`src/rtl/bitlogic_pkg.sv`:
```
package bitlogic_pkg;

  typedef enum logic [1:0] {
    LANE_4  = 2'd0,
    LANE_8  = 2'd1,
    LANE_16 = 2'd2,
    LANE_32 = 2'd3
  } lane_e;

  typedef struct packed {
    logic section;
    logic mix;
    logic invert;
  } func_t;

  localparam int unsigned NUM_LANES = 4;

  function automatic int unsigned lane_bits(input int unsigned code, input int unsigned data_w);
    int unsigned w;
    w = 4 << code;
    return (w > data_w) ? data_w : w;
  endfunction

endpackage

```
`src/rtl/bitlogic_operand_prep.sv`:
```
module bitlogic_operand_prep
  import bitlogic_pkg::*;
#(
  parameter int unsigned DATA_W = 32
) (
  input  logic [DATA_W-1:0] a_i,
  input  logic [DATA_W-1:0] b_i,
  input  func_t             fn_i,
  output logic [DATA_W-1:0] s0_a_o,
  output logic [DATA_W-1:0] s0_b_o,
  output logic [DATA_W-1:0] s1_a_o,
  output logic              s1_x_en_o,
  output logic              s1_y_en_o
);
  logic a_kill;

  // Section 0: the mix bit inverts both operands ahead of the OR.
  assign s0_a_o = a_i ^ {DATA_W{fn_i.mix}};
  assign s0_b_o = b_i ^ {DATA_W{fn_i.mix}};

  // Section 1: with the term enable low and inversion high, A is forced to zero.
  assign a_kill = ~fn_i.mix & fn_i.invert;
  assign s1_a_o = a_kill ? '0 : a_i;

  // A&~B term is live unless the single-operand path is chosen;
  // ~A&B term is live when enabled, or on the single-operand path.
  assign s1_x_en_o = fn_i.mix | ~fn_i.invert;
  assign s1_y_en_o = fn_i.mix | fn_i.invert;
endmodule

```
`src/rtl/bitlogic_gate_core.sv`:
```
module bitlogic_gate_core
  import bitlogic_pkg::*;
#(
  parameter int unsigned DATA_W = 32
) (
  input  logic [DATA_W-1:0] s0_a_i,
  input  logic [DATA_W-1:0] s0_b_i,
  input  logic [DATA_W-1:0] s1_a_i,
  input  logic [DATA_W-1:0] b_i,
  input  logic              s1_x_en_i,
  input  logic              s1_y_en_i,
  input  func_t             fn_i,
  output logic [DATA_W-1:0] raw_o
);
  logic [DATA_W-1:0] sec0, sec1, picked;

  for (genvar i = 0; i < DATA_W; i++) begin : g_bit
    assign sec0[i] = s0_a_i[i] | s0_b_i[i];
    assign sec1[i] = (s1_x_en_i & s1_a_i[i] & ~b_i[i]) |
                     (s1_y_en_i & ~s1_a_i[i] & b_i[i]);
  end

  assign picked = fn_i.section ? sec1 : sec0;
  assign raw_o  = picked ^ {DATA_W{fn_i.invert}};
endmodule

```
`src/rtl/bitlogic_lane_flags.sv`:
```
module bitlogic_lane_flags
  import bitlogic_pkg::*;
#(
  parameter int unsigned DATA_W = 32
) (
  input  logic [DATA_W-1:0] raw_i,
  input  lane_e             lane_i,
  output logic [DATA_W-1:0] result_o,
  output logic              zero_o,
  output logic              sign_o
);
  logic [NUM_LANES-1:0][DATA_W-1:0] lane_mask;
  logic [NUM_LANES-1:0]             lane_top;
  logic [DATA_W-1:0]                masked;

  for (genvar m = 0; m < NUM_LANES; m++) begin : g_lane
    localparam int unsigned LW = lane_bits(m, DATA_W);
    assign lane_mask[m] = {DATA_W{1'b1}} >> (DATA_W - LW);
    assign lane_top[m]  = raw_i[LW-1];
  end

  assign masked   = raw_i & lane_mask[lane_i];
  assign result_o = masked;
  assign zero_o   = ~|masked;
  assign sign_o   = lane_top[lane_i];
endmodule

```
`src/rtl/bitlogic_unit.sv`:
```
module bitlogic_unit
  import bitlogic_pkg::*;
#(
  parameter int unsigned DATA_W = 32
) (
  input  logic              in_valid,
  output logic              in_ready,
  input  logic [DATA_W-1:0] in_a,
  input  logic [DATA_W-1:0] in_b,
  input  logic [2:0]        in_func,
  input  logic [1:0]        in_width,
  output logic              out_valid,
  input  logic              out_ready,
  output logic [DATA_W-1:0] out_result,
  output logic              out_zero,
  output logic              out_sign
);
  func_t             fn;
  logic [DATA_W-1:0] s0_a, s0_b, s1_a, raw;
  logic              x_en, y_en;

  assign fn = func_t'(in_func);

  bitlogic_operand_prep #(.DATA_W(DATA_W)) prep_i (
    .a_i(in_a), .b_i(in_b), .fn_i(fn),
    .s0_a_o(s0_a), .s0_b_o(s0_b), .s1_a_o(s1_a),
    .s1_x_en_o(x_en), .s1_y_en_o(y_en)
  );

  bitlogic_gate_core #(.DATA_W(DATA_W)) core_i (
    .s0_a_i(s0_a), .s0_b_i(s0_b), .s1_a_i(s1_a), .b_i(in_b),
    .s1_x_en_i(x_en), .s1_y_en_i(y_en), .fn_i(fn), .raw_o(raw)
  );

  bitlogic_lane_flags #(.DATA_W(DATA_W)) flags_i (
    .raw_i(raw), .lane_i(lane_e'(in_width)),
    .result_o(out_result), .zero_o(out_zero), .sign_o(out_sign)
  );

  // Pass-through stream: no storage, back-pressure mirrored.
  assign out_valid = in_valid;
  assign in_ready  = out_ready;
endmodule

```
`config.mk`:
```
export PLATFORM = sky130hd
export DESIGN_NAME = bitlogic_unit
export DESIGN_NICKNAME = d
export VERILOG_FILES = /design/src/rtl/bitlogic_pkg.sv /design/src/rtl/bitlogic_operand_prep.sv /design/src/rtl/bitlogic_gate_core.sv /design/src/rtl/bitlogic_lane_flags.sv /design/src/rtl/bitlogic_unit.sv
export SDC_FILE = /design/constraint.sdc
export NUM_CORES = 1
export LEC_CHECK = 0
export BUFFER_PORTS_ARGS = -buffer_cell sky130_fd_sc_hd__buf_4
export CAP_MARGIN = 15
export CORE_ASPECT_RATIO = 0.6
export CORE_UTILIZATION = 53
export DETAILED_ROUTE_END_ITERATION = 10
export GPL_ROUTABILITY_DRIVEN = 1
export PLACE_DENSITY = 0.93
export SYNTH_ARGS = -nofsm -noshare
export SYNTH_HDL_FRONTEND = slang
export SYNTH_HIERARCHICAL = 1
export SYNTH_SLANG_ARGS = --single-unit
export TNS_END_PERCENT = 5
```
`constraint.sdc`:
```
create_clock -name vclk -period 3.4
set_input_delay 0.68 -clock vclk [all_inputs]
set_output_delay 0.68 -clock vclk [all_outputs]
set_load 0.1 [all_outputs]
```
==> results.py <==
metrics = {
    "sta": {
        "slew_headroom": 0.715,
        "tightest_slew_ns": 0.428,
        "worst_slack_ns": -0.193,
        "setup_viol": 2,
        "slew_violations": 0,
        "hold_viol_final": 0,
        "finalCritPeriodShare": 1.06,
        "finalCriticalPeriod_ns": 3.59,
        "max_freq_ghz": 0.278,
        "grt_setup_unrepaired": "true",
    },
    "logic_synthesis": {
        "syn_area_sq_mm": 0.00280,
        "yosysTopAreaCellShare": 0.301,
        "synthTopCellsByArea": "xor2_1 (30%), nand4b_1 (17%), o211ai_2 (13%)",
        "synth_cell_types": 29,
        "yosys_warnings": 6,
        "syn_nets": 416,
        "avgSynthCellArea_sq_um": 8.10,
        "synthCells": 345,
        "ys_seq_area_frac": 0,
        "synth_top_cell_by_area": "xor2_1",
    },
    "placement": {
        "port_buffers": 103,
        "dpl.hpwl_microns": 5890,
        "gp_congestion": 0.841,
        "dpl-instance-area_sq_mm": 0.00360,
    },
    "pwr": {
        "power.density_mw_per_mm2": 252,
        "p_sw_frac": 0.657,
        "power_frac_seq": 0,
        "p_sw_mw": 0.649,
        "p_leak_nw": 1.75,
        "power.internal_mw": 0.338,
        "power_frac_clock": 0,
        "vdd_drop_max_mv": 0.141,
        "p_comb_frac": 1.000,
    },
    "worst_setup_path": {
        "cp_num_buf_inv": 4,
        "cp_data_required_time_ns": 2.72,
        "cpPeakStageDelay_ns": 0.37,
        "crit_chain": "buf_8 > nand2b_4 > buf_12 > buf_8 > and2_4 > nand4b_1 > o211ai_2 > xor2_1 > nor4_4 > nand4_1 > a211oi_4 > buf_12",
        "worst_setup_path_end_kind": "output port",
        "crit_path_top_delay_cell": "nor4_4",
        "worst_setup_path_start_kind": "input pin",
        "crit_type": "in -> out",
        "cp-startpoint": "in_func[1]",
        "crit_arrival_ns": 2.91,
        "crit_fanout": 5,
        "critical_path.top_delay_family": "simple AND/OR/NAND/NOR gates",
    },
    "grt": {
        "grtUsageTotal": 0.295,
        "grt_max_degree": 49,
        "grt_pass1_wl_microns": 13300,
        "antenna_found_initial": 0,
        "grt_pass1_vias": 2906,
        "overflow": 0,
    },
    "detailed_routing": {
        "drt-pass1-iter-count": 5,
        "avgRoutedWirePerCell_microns": 20.0,
        "wl_met2_microns": 4590,
        "drc_errors": 0,
        "met1_length_microns": 4090,
        "highest_layer": "met4",
        "drtIter0Drc": 308,
        "ant_nets": 0,
        "routed_wl_microns": 10200,
        "vias": 3314,
        "wl_met3_microns": 957,
        "via_per_inst": 6.52,
    },
    "layout": {
        "regArea_sq_um": 0,
        "drive_gt1_frac": 0.462,
        "seq_cells": 0,
        "layout.nets": 515,
        "area_delta_synth_final_pct": 40.3,
        "final_area_sq_mm": 0.00392,
        "nClkBuffers": 0,
        "utilization": 0.776,
        "n_antenna_cell": 0,
    },
    "worst_hold_path": {
        "hp-class": "in -> out",
        "min_from": "out_ready",
    },
    "floorplan": {
        "die-width_microns": 95.8,
        "rows": 20,
        "io_pins": 107,
        "die-area_sq_mm": 0.00558,
        "initial_core_util": 0.553,
        "fp.coreArea_sq_mm": 0.00505,
        "die_h_microns": 58.3,
    },
    "outcome": {
        "violations": "negative setup slack",
        "outcome": "complete, but fails checks",
    },
    "job": {
        "maxCapViolCount": 0,
    },
    "clock_network": {
        "cts.hold.buffers_added": 0,
    },
}
==> synth_stat cells (all sizes together) (2+ instances only) <==
| cell type | n |
|---|---|
| and2 | 40 |
| and3 | 16 |
| buf | 39 |
| clkbuf | 3 |
| nand2 | 2 |
| nand4b | 64 |
| nor2 | 33 |
| nor2b | 4 |
| nor4 | 7 |
| o211ai | 32 |
| xor2 | 96 |
==> layout by cell type (no fill, tap or decap), drive strengths merged <==
cell,n
buf,139
nand2,2
or2,1
a211oi,1
nand2b,1
nor4,7
mux4,1
nor2,33
a41oi,1
inv,1
o21ai,1
and3,16
o211ai,32
nor2b,4
nand4,1
xor2,96
and2,40
nand4b,64
nor3,1
==> metrics by stage <==
step / setup TNS [ns] / hold slack, ns / setup WS [ns] / std cells / total power [mW]
after floorplan: -0.821 / 1.57 / -0.287 / 345 / 0.672
after global placement: -0.221 / 1.36 / -0.221 / 499 / 0.856
after detailed placement: -0.245 / 1.36 / -0.245 / 499 / 0.878
after CTS: -0.0655 / 1.36 / -0.0655 / 504 / 0.905
after global routing: -0.465 / 1.36 / -0.254 / 508 / 1.02
final: -0.306 / 1.36 / -0.193 / 508 / 0.987
==> metal layers <==
layer / vias to the layer above / track usage
li1: 1430 / -
met1: 1568 / 0.399
met2: 245 / 0.512
met3: 71 / 0.0210
met4: 0 / 0.0746
met5: - / 0
==> logic make-up after synthesis <==
group	synth area share
and+or+nand+nor	0.432
xor gates and xnor gates	0.301
buffers and inverters	0.112
AOI/OAI and AO/OA	0.147
muxes	0.00806
==> power groups by stage <==
stage	clock network, mW	registers (mW)	logic (mW)
2_1_floorplan	0	0	0.672
4_1_cts	0	0	0.905
3_5_place_dp	0	0	0.878
5_1_grt	0	0	1.02
3_3_place_gp	0	0	0.856
6_report	0	0	0.987
==> worst paths after layout <==
path / to / slack, ns / depth (start not counted)
min: in_ready / 1.36 / 0
max: out_zero / -0.19 / 12
==> timing repair <==
action,4_1_cts,5_1_grt
endpoints found under the hold margin,0,0
gates cloned,2,0
buffers inserted,3,4
resized for setup,20,22
pin swaps,12,15
endpoints found under the setup margin,1,2
==> area by class of cell <==
cell class	instances	area (sq um)
multi-input cells	302	2640
repair buffers	139	1200
fillers	294	1130
well taps	66	82.6
inverters	1	3.75
Note: power is estimated with default switching activity, not from simulation.
